--- src/rtl/edge_cap_pkg.sv ---
package edge_cap_pkg;
  typedef enum logic [1:0] {
    EDGE_OFF  = 2'd0,
    EDGE_RISE = 2'd1,
    EDGE_FALL = 2'd2,
    EDGE_ANY  = 2'd3
  } edge_mode_e;

  localparam logic [7:0] CAP_BASE  = 8'h10;
  localparam logic [7:0] MODE_BASE = 8'h30;
  localparam logic [7:0] CTRL_ADDR = 8'h50;
  localparam logic [7:0] IEN_ADDR  = 8'h54;
  localparam logic [7:0] STS_ADDR  = 8'h58;
  localparam logic [7:0] ACK_ADDR  = 8'h5C;

  localparam int CTRL_EN_BIT = 10;
  localparam int PSC_LSB     = 4;
  localparam int FLAG_LSB    = 1;
endpackage

--- src/rtl/cap_sync.sv ---
module cap_sync #(
  parameter int STAGES = 2
) (
  input  logic clk_i,
  input  logic rst_ni,
  input  logic async_i,
  output logic rise_o,
  output logic fall_o
);
  logic [STAGES-1:0] sync_q;
  logic              prev_q;

  always_ff @(posedge clk_i or negedge rst_ni) begin
    if (!rst_ni) begin
      sync_q <= '0;
      prev_q <= 1'b0;
    end else begin
      sync_q <= {sync_q[STAGES-2:0], async_i};
      prev_q <= sync_q[STAGES-1];
    end
  end

  assign rise_o = sync_q[STAGES-1] & ~prev_q;
  assign fall_o = ~sync_q[STAGES-1] & prev_q;

  // an edge pulse lasts one cycle and is never both directions
  p_pulse_single_r2: assert property (@(posedge clk_i) disable iff (!rst_ni)
    (rise_o || fall_o) |=> !(rise_o || fall_o));
  p_dir_excl_r2: assert property (@(posedge clk_i) disable iff (!rst_ni)
    !(rise_o && fall_o));
endmodule

--- src/rtl/cap_timebase.sv ---
module cap_timebase #(
  parameter int CNT_W = 32,
  parameter int PSC_W = 5
) (
  input  logic             clk_i,
  input  logic             rst_ni,
  input  logic             en_i,
  input  logic [PSC_W-1:0] psc_i,
  output logic [CNT_W-1:0] cnt_o,
  output logic             tick_o
);
  logic [PSC_W-1:0] div_q;
  logic [CNT_W-1:0] cnt_q;

  // >= keeps the divider bounded if the prescale is lowered mid-count
  assign tick_o = en_i && (div_q >= psc_i);
  assign cnt_o  = cnt_q;

  always_ff @(posedge clk_i or negedge rst_ni) begin
    if (!rst_ni) begin
      div_q <= '0;
      cnt_q <= '0;
    end else if (!en_i) begin
      div_q <= '0;
      cnt_q <= '0;
    end else if (tick_o) begin
      div_q <= '0;
      cnt_q <= cnt_q + 1'b1;
    end else begin
      div_q <= div_q + 1'b1;
    end
  end

  p_hold_zero_r5: assert property (@(posedge clk_i) disable iff (!rst_ni)
    !en_i |=> cnt_o == '0);
  p_step_one_r4: assert property (@(posedge clk_i) disable iff (!rst_ni)
    tick_o |=> cnt_o == CNT_W'($past(cnt_o) + 1'b1));
  p_no_step_r4: assert property (@(posedge clk_i) disable iff (!rst_ni)
    (en_i && !tick_o) |=> $stable(cnt_o));
endmodule

--- src/rtl/cap_channel.sv ---
module cap_channel
  import edge_cap_pkg::*;
#(
  parameter int CNT_W = 32
) (
  input  logic             clk_i,
  input  logic             rst_ni,
  input  logic             en_i,
  input  edge_mode_e       mode_i,
  input  logic             rise_i,
  input  logic             fall_i,
  input  logic [CNT_W-1:0] cnt_i,
  output logic [CNT_W-1:0] cap_o,
  output logic             hit_o
);
  logic [CNT_W-1:0] cap_q;

  // code bit 0 arms rising, bit 1 arms falling
  assign hit_o = en_i && ((mode_i[0] && rise_i) || (mode_i[1] && fall_i));
  assign cap_o = cap_q;

  always_ff @(posedge clk_i or negedge rst_ni) begin
    if (!rst_ni)    cap_q <= '0;
    else if (hit_o) cap_q <= cnt_i;
  end

  p_latch_count_r3: assert property (@(posedge clk_i) disable iff (!rst_ni)
    hit_o |=> cap_o == $past(cnt_i));
  p_off_quiet_r9: assert property (@(posedge clk_i) disable iff (!rst_ni)
    (mode_i == EDGE_OFF) |=> $stable(cap_o));
  p_gate_r5: assert property (@(posedge clk_i) disable iff (!rst_ni)
    !en_i |=> $stable(cap_o));
endmodule

--- src/rtl/edge_capture.sv ---
module edge_capture
  import edge_cap_pkg::*;
#(
  parameter int NUM_CH      = 4,
  parameter int CNT_W       = 32,
  parameter int PSC_W       = 5,
  parameter int SYNC_STAGES = 2
) (
  input  logic              clk_i,
  input  logic              rst_ni,
  input  logic              bus_req_i,
  input  logic              bus_we_i,
  input  logic [7:0]        bus_addr_i,
  input  logic [31:0]       bus_wdata_i,
  output logic [31:0]       bus_rdata_o,
  input  logic [NUM_CH-1:0] sig_i,
  output logic              irq_o
);
  localparam int FLAG_MSB = FLAG_LSB + NUM_CH - 1;
  localparam int PSC_MSB  = PSC_LSB + PSC_W - 1;

  logic              cap_en_q;
  logic [PSC_W-1:0]  psc_q;
  logic [NUM_CH-1:0] ien_q;
  logic [NUM_CH-1:0] sts_q;
  edge_mode_e        mode_q [NUM_CH];

  logic [CNT_W-1:0]  cnt;
  logic              tick;
  logic [NUM_CH-1:0] rise, fall, hit;
  logic [CNT_W-1:0]  cap [NUM_CH];
  logic [NUM_CH-1:0] ack_clr;
  logic              wr_en;

  assign wr_en = bus_req_i && bus_we_i;

  cap_timebase #(.CNT_W(CNT_W), .PSC_W(PSC_W)) u_timebase (
    .clk_i (clk_i),
    .rst_ni(rst_ni),
    .en_i  (cap_en_q),
    .psc_i (psc_q),
    .cnt_o (cnt),
    .tick_o(tick)
  );

  for (genvar i = 0; i < NUM_CH; i++) begin : g_ch
    cap_sync #(.STAGES(SYNC_STAGES)) u_sync (
      .clk_i  (clk_i),
      .rst_ni (rst_ni),
      .async_i(sig_i[i]),
      .rise_o (rise[i]),
      .fall_o (fall[i])
    );

    cap_channel #(.CNT_W(CNT_W)) u_chan (
      .clk_i (clk_i),
      .rst_ni(rst_ni),
      .en_i  (cap_en_q),
      .mode_i(mode_q[i]),
      .rise_i(rise[i]),
      .fall_i(fall[i]),
      .cnt_i (cnt),
      .cap_o (cap[i]),
      .hit_o (hit[i])
    );
  end

  // configuration registers
  always_ff @(posedge clk_i or negedge rst_ni) begin
    if (!rst_ni) begin
      cap_en_q <= 1'b0;
      psc_q    <= '0;
      ien_q    <= '0;
      for (int i = 0; i < NUM_CH; i++) mode_q[i] <= EDGE_OFF;
    end else if (wr_en) begin
      if (bus_addr_i == CTRL_ADDR) begin
        cap_en_q <= bus_wdata_i[CTRL_EN_BIT];
        psc_q    <= bus_wdata_i[PSC_MSB:PSC_LSB];
      end
      if (bus_addr_i == IEN_ADDR) ien_q <= bus_wdata_i[FLAG_MSB:FLAG_LSB];
      for (int i = 0; i < NUM_CH; i++) begin
        if (bus_addr_i == 8'(MODE_BASE + 4 * i))
          mode_q[i] <= edge_mode_e'(bus_wdata_i[1:0]);
      end
    end
  end

  assign ack_clr = (wr_en && bus_addr_i == ACK_ADDR) ?
                   bus_wdata_i[FLAG_MSB:FLAG_LSB] : '0;

  // a new capture wins over an acknowledge in the same cycle
  always_ff @(posedge clk_i or negedge rst_ni) begin
    if (!rst_ni) sts_q <= '0;
    else         sts_q <= (sts_q & ~ack_clr) | hit;
  end

  assign irq_o = |(sts_q & ien_q);

  always_comb begin
    bus_rdata_o = '0;
    if (bus_req_i) begin
      unique case (bus_addr_i)
        CTRL_ADDR: begin
          bus_rdata_o[CTRL_EN_BIT]     = cap_en_q;
          bus_rdata_o[PSC_MSB:PSC_LSB] = psc_q;
        end
        IEN_ADDR: bus_rdata_o[FLAG_MSB:FLAG_LSB] = ien_q;
        STS_ADDR: bus_rdata_o[FLAG_MSB:FLAG_LSB] = sts_q;
        default: begin
          for (int i = 0; i < NUM_CH; i++) begin
            if (bus_addr_i == 8'(CAP_BASE + 4 * i))  bus_rdata_o = 32'(cap[i]);
            if (bus_addr_i == 8'(MODE_BASE + 4 * i)) bus_rdata_o = 32'(mode_q[i]);
          end
        end
      endcase
    end
  end

  p_sts_set_r6: assert property (@(posedge clk_i) disable iff (!rst_ni)
    (|hit) |=> (sts_q & $past(hit)) == $past(hit));
  p_sts_sticky_r6: assert property (@(posedge clk_i) disable iff (!rst_ni)
    (ack_clr == '0) |=> (sts_q & $past(sts_q)) == $past(sts_q));
  p_ack_clears_r7: assert property (@(posedge clk_i) disable iff (!rst_ni)
    (|(ack_clr & ~hit)) |=> (sts_q & $past(ack_clr & ~hit)) == '0);
  p_no_event_off_r5: assert property (@(posedge clk_i) disable iff (!rst_ni)
    !cap_en_q |-> hit == '0);
  p_tick_gated_r5: assert property (@(posedge clk_i) disable iff (!rst_ni)
    tick |-> cap_en_q);
endmodule

--- config.mk ---
export PLATFORM = sky130hd
export DESIGN_NAME = edge_capture
export DESIGN_NICKNAME = d
export VERILOG_FILES = /design/src/rtl/edge_cap_pkg.sv /design/src/rtl/cap_sync.sv /design/src/rtl/cap_timebase.sv /design/src/rtl/cap_channel.sv /design/src/rtl/edge_capture.sv
export SDC_FILE = /design/constraint.sdc
export NUM_CORES = 1
export LEC_CHECK = 0
export BUFFER_PORTS_ARGS = -buffer_cell sky130_fd_sc_hd__buf_2
export CORE_MARGIN = 2
export CORE_UTILIZATION = 55
export CTS_CLUSTER_SIZE = 16
export DETAILED_ROUTE_END_ITERATION = 10
export PLACE_DENSITY_LB_ADDON = 0.08
export SYNTH_ARGS = -nofsm -noshare
export SYNTH_HDL_FRONTEND = slang
export SYNTH_SLANG_ARGS = --single-unit
--- constraint.sdc ---
create_clock -name clk_i -period 2.42 [get_ports clk_i]
set_input_delay 0.121 -clock clk_i [delete_from_list [all_inputs] [get_ports clk_i]]
set_output_delay 0.121 -clock clk_i [all_outputs]
set_load 0.05 [all_outputs]
* Word level (Yosys, flattened, before mapping)
Index checks and enable logic that the tools add are counted.
** Storage, ports and cells
- Input bits :: 48
- Output and inout bits :: 33
- Register bits :: 199
** Cells by class
- Order comparisons :: 1
- Equal/unequal tests :: 13
- Bitwise gates (word level) :: 20
- Muxes and demuxes :: 21
- Add/sub/neg operators :: 2
- Reductions and logical operators :: 28
** Operators by type and width (number)
- $mux W32 :: 11
- $add A32 B1 Y32 const B :: 1
- $eq A8 B5 Y1 const B :: 4
- $eq A8 B6 Y1 const B :: 4
- $eq A8 B7 Y1 const B :: 4
- $mux W21 :: 1
- $logic_and A1 B1 Y1 :: 15
- $reduce_and A2 Y1 :: 6
- $mux W5 :: 2
- $pmux W3 S3 :: 1
- $and A1 B1 Y1 :: 8
- $and A4 B4 Y4 :: 2
- $not A1 Y1 :: 8
- $pmux W4 S2 :: 1
- $add A5 B1 Y5 const B :: 1
- $ge A5 B5 Y1 :: 1
- $logic_or A1 B1 Y1 :: 4
- $mux W4 :: 1
- $not A4 Y4 :: 1
- $or A4 B4 Y4 :: 1
- $reduce_or A4 Y1 :: 1
- $pmux W1 S3 :: 1
- $reduce_or A3 Y1 :: 1
- $mux W1 :: 2
- 3 further kinds :: 3

* Longest topological paths before layout
- Word-level depth :: 11
- Depth in mapped cells :: 9
- Mapped depth without buffers :: 7

* Cells and area by module
A second synthesis with hierarchy kept.
** Second synthesis, totals
- Cell total of the unflattened synthesis :: 770
- Area, all modules :: 10289.9 sq um
** Modules (own cells, without submodules)
- cap_channel :: area an instance 1371.3 sq um, times used 4, cells an instance 70, seq. area each 800.8 sq um
- edge_capture :: area an instance 2344.7 sq um, times used 1, cells an instance 243, seq. area each 550.5 sq um
- cap_timebase :: area an instance 2099.5 sq um, times used 1, cells an instance 227, seq. area each 925.9 sq um
- cap_sync :: area an instance 90.1 sq um, times used 4, cells an instance 5, seq. area each 75.1 sq um

* Worst setup path before layout
No wires, ideal clock.
- Path kind :: input to output
- Start point :: in bus_addr_i[2]
- End point :: out bus_rdata_o[0]
- Arrival :: 2176 ps
- Path slack :: 123 ps
- Buffers on the path :: 2
- Stages :: 5
- Cells stage by stage :: clkbuf_1 clkbuf_1 mux4_2 o22ai_1 a211oi_1
** On the way
- Word-level cells in the longest chain between the ends :: 11
** RTL lines
- start, declared :: RTL line edge_capture.sv:13 : input logic [7:0] bus_addr_i,
- $eq A8 B5 Y1 :: RTL line edge_capture.sv:111 : if (bus_addr_i == 8'(CAP_BASE + 4 * i)) bus_rdata_o = 32'(cap[i]);
- $mux W32 :: RTL line edge_capture.sv:111
- $mux W32 :: RTL line edge_capture.sv:112 : if (bus_addr_i == 8'(MODE_BASE + 4 * i)) bus_rdata_o = 32'(mode_q[i]);
- $mux W32 :: RTL line edge_capture.sv:111
- $mux W32 :: RTL line edge_capture.sv:112
- $mux W32 :: RTL line edge_capture.sv:111
- $mux W32 :: RTL line edge_capture.sv:112
- $mux W32 :: RTL line edge_capture.sv:111
- $mux W32 :: RTL line edge_capture.sv:112
- $mux W1 (*) :: RTL line edge_capture.sv:102 : unique case (bus_addr_i)
- $mux W32 (*) :: RTL line edge_capture.sv:101 : if (bus_req_i) begin
- end, declared :: RTL line edge_capture.sv:15 : output logic [31:0] bus_rdata_o,
Every way passes the cells marked *; elsewhere a longest branch is shown, timed or not.

* Final worst setup path
- Start point :: reg u_timebase.div_q[2]
- End point :: reg u_timebase.cnt_q[5] (netlist: u_timebase.cnt_o[5])
** On the way
- Word-level cells in the longest chain between the ends :: 3
** RTL lines
- start, declared :: RTL line cap_timebase.sv:12 : logic [PSC_W-1:0] div_q;
- start signal, assigned :: RTL line cap_timebase.sv:30 : div_q <= div_q + 1'b1;
- $ge A5 B5 Y1 :: RTL line cap_timebase.sv:16 : assign tick_o = en_i && (div_q >= psc_i);
- $logic_and A1 B1 Y1 :: RTL line cap_timebase.sv:16
- $ne A2 B1 Y1 (no line)
- end signal, assigned :: RTL line cap_timebase.sv:28 : cnt_q <= cnt_q + 1'b1;
- end, declared :: RTL line cap_timebase.sv:13 : logic [CNT_W-1:0] cnt_q;
Every way passes these cells.
A chain may end at the register's enable or synchronous reset.

==> results.md <==
* Outcome: finished clean
* Worst R2R Path Depth at 7
* First-pass GRT wire length at approximately 34000 um
* Placed cells at 986
* Max Cap Viol at 0
* H-tree lvl count at 4
* DRC Markers at 0
* Clock share of power at between 40 and 50%
* Row count at 47
* CTS clock-pin slew for the worst setup and hold paths at 0.07 ns
* Crit Path Max Fanout at 27
* Initial Util at 56.22%
* Unique cell type count in the Yosys netlist at 52
* WP data arrival at 2.62 ns
* Die W at 134.0 um
* CP Capture Type: register
* Period utilisation layout at 93.44%
* Setup TNS at 0 ns
* GPL Wtd Cong at 0.8523
* Non-filler cells, final at between 1000 and 1500
* Final-layout fill cell count at 1246
* Largest net degree at the start of global routing at between 70 and 80
* Ports at 81
* HPWL after DPL at ~14000 um
* Max VDD drop at 0.5666 mV
* TritonCTS clock tree: done
* I/O Buffers at 58
* Area Growth Syn to Fin at 15.92%
* Syn avg cell area at 12.74 um^2
* Sequential area share after synthesis at a little over half
* DR vias at 6254
* PostCTS Resize Cnt at 0
* Antenna violations before repair at 1
* Relative slew slack at between 60% and 70%
* Switching power at 1.732 mW
* Mapped Area at 9290 um^2
* Clk_lat worst skew at 0.43 ns
* Sequential share of power at 50.2%
* Hold Path Depth at 2
* Routed WL at slightly above 20000 um
* Antenna diode count at 0
* Setup Skew at 0.007228 ns
* Die area at 17950 um^2
* Drt wl/cell at 20.07 um
* Share of post-route cells with drive strength above 1 at 36.33%
* Vias/cell at a little over 6
* Fin nets at 854
* Max Transition Viols Final at 0
* Synthesis-stage register bit count at 199
* Req. time, crit path at between 2 and 3 ns
* FFs w/ async S/R, synth at 100.0%
* Design Power at roughly 7.1 mW
* Net Sw Frac at 24.35%
* Root Driver: clkbuf_16
* Final min period at 2.261 ns
* Vias in the first global route at 6452
* # setup viols final at 0
* Antenna Violating Nets Remaining at 0
* Drt initial violations at about 370
* Pleak at just over 5 nW
* Post-synth EDFFs at 0
* F_max at 442.2 MHz
* Worst Tran Pin Value at 0.5852 ns
* Internal power at 5.378 mW
* Final Hold Fails at 0
* DRT Pass-1 Iters at 5
* Critical path startpoint category: register
* Most common flop cell mapped by yosys: dfrtp_1
* Synth Warn # at 0
* GRT Total Usage at between 20% and 30%
* Gate power share at under 10%
* WS Path Type: reg2reg
* Gr ovfl total at 0
* Core Area at 16520 um^2
* CTS Buf Count at 17
* RSZ-0062 raised after global routing: false
* Syn Inst Count at 729
* Sink Count at 199
* Net Count, Synth at 784
* Max Buffers Root-to-Sink at 2
* HP Class: in2reg
* Pwr/cell area at 660.2 nW/um^2
* Die H at 134.0 um
[layout by cell type, fill, tap and decap left out, drive strengths merged, types with 2 or more instances in the layout]
| master | count |
|---|---|
| clkinv | 7 |
| a21oi | 26 |
| nor3 | 4 |
| nor2b | 4 |
| or4 | 18 |
| ha | 7 |
| or2 | 2 |
| o21ai | 31 |
| bufinv | 3 |
| dfrtp | 199 |
| nor2 | 14 |
| mux2i | 5 |
| inv | 10 |
| o311ai | 4 |
| dlygate4sd3 | 14 |
| clkinvlp | 3 |
| nand4 | 9 |
| xor2 | 3 |
| mux4 | 32 |
| or3 | 8 |
| nand3b | 5 |
| clkbuf | 19 |
| nand2 | 55 |
| a21o | 3 |
| o41ai | 3 |
| and4 | 3 |
| and2 | 5 |
| a22oi | 5 |
| nor4 | 2 |
| mux2 | 135 |
| buf | 87 |
| nand2b | 7 |
| and3 | 25 |
| a22o | 9 |
| nand3 | 18 |
| o31ai | 17 |
| nor4b | 2 |
[registers in the layout (all words and copies together), names as in the netlist]
name,flops
g_ch.u_sync.prev_q,4
g_ch.u_chan.cap_o,128
psc_q,5
u_timebase.div_q,5
cap_en_q,1
g_ch.u_sync.sync_q,8
sts_q,4
mode_q,8
ien_q,4
u_timebase.cnt_o,32
[worst max-delay path: stages, from the launching register on]
cell,delay (ns)
dfrtp_1,0.43
ha_1,0.33
nand2_1,0.07
o21ai_1,0.21
a31oi_4,0.21
buf_12,0.23
or4_1,0.51
a21oi_1,0.18
[synthesized netlist by cell type, types with 7 or more instances]
| master | instances | area (um^2) |
|---|---|---|
| nand2_1 | 55 | 206.5 |
| a21oi_1 | 26 | 130.1 |
| nand2b_1 | 7 | 43.79 |
| a22o_1 | 9 | 78.83 |
| mux4_2 | 32 | 720.7 |
| o31ai_1 | 17 | 127.6 |
| nor2_1 | 14 | 52.55 |
| inv_1 | 8 | 30.03 |
| or4_1 | 17 | 127.6 |
| and3_1 | 24 | 150.1 |
| nand4_1 | 9 | 56.30 |
| ha_1 | 7 | 87.58 |
| or3_1 | 8 | 50.05 |
| clkbuf_1 | 41 | 153.9 |
| nand3_1 | 17 | 85.08 |
| o21ai_0 | 30 | 150.1 |
| dfrtp_1 | 199 | 4980 |
| mux2_2 | 135 | 1520 |
[final timing paths]
check	startpoint	endpoint	slack, ns
max	u_timebase.div_q[2]	u_timebase.cnt_o[5]	0.16
min reg2reg	g_ch[0].u_sync.sync_q[0]	g_ch[0].u_sync.sync_q[1]	0.35
max reg2reg	u_timebase.div_q[2]	u_timebase.cnt_o[5]	0.16
min in group asynchronous	rst_ni	g_ch[1].u_chan.cap_o[27]	0.26
min	bus_wdata_i[1]	mode_q[1]	0.03
max in group asynchronous	rst_ni	mode_q[7]	1.42
[layout make-up]
cell class / count / area, um^2 / area share (%)
Timing Repair Buffer: 102 / 777.0 / 7.215
Sequential cell: 199 / 4980 / 46.24
Clock buffer: 18 / 439.2 / 4.078
Multi-Input combinational cell: 470 / 4090 / 37.98
Clock inverter: 14 / 173.9 / 1.615
Tap cell: 220 / 275.3 / 2.556
Inverter: 9 / 33.78 / 0.3137
[metal layers]
layer,routed length [um],part of all wire [%],GRT usage [%]
met1,9909,48,36.19
met2,9714,47,38.46
met3,767,3.7,3.779
met4,321,1.5,7.270
met5,0,0,0
[metrics by stage]
| stage | setup WS, ns | area (um^2) | hold WS [ns] | utilization [%] |
|---|---|---|---|---|
| floorplan | 0.1233 | 9290 | -0.1746 | - |
| global placement | 0.2600 | 10020 | 0.1587 | 60.61 |
| detailed placement | 0.1568 | 10020 | 0.1691 | 60.61 |
| CTS | 0.1617 | 10770 | 0.01107 | 65.17 |
| global route | 0.06157 | 10770 | 0.01314 | 65.17 |
| finish | 0.1587 | 10770 | 0.02751 | 65.17 |
[power groups by stage]
stage | combinational [mW] | sequential [mW] | clock, mW
final | 0.615 | 3.57 | 2.92
after floorplan | 0.366 | 3.59 | 0
after global placement | 0.586 | 3.62 | 0
after detailed placement | 0.606 | 3.63 | 0
after CTS | 0.626 | 3.57 | 2.97
after global routing | 0.688 | 3.59 | 3.12
[logic make-up (layout without fill, tap and decap cells)]
family | count (synthesis) | in the layout | synth area share, %
buffers and inverters | 60 | 143 | 2.559
AND/OR/NAND/NOR | 183 | 183 | 10.77
flip-flops | 199 | 199 | 53.60
AO/OA/AOI/OAI | 104 | 104 | 7.084
adder cells (fa/ha/maj) | 7 | 7 | 0.9427
multiplexers | 172 | 172 | 24.66
XOR/XNOR | 4 | 4 | 0.3772
[timing repair]
| item | 4_1_cts | 5_1_grt |
|---|---|---|
| buffers inserted | 0 | 0 |
| hold buffers | 14 | 0 |
| endpoints found under the setup margin | 0 | 0 |
| hold endpoints to repair | 88 | 0 |
(Power assumes the default switching activity.)
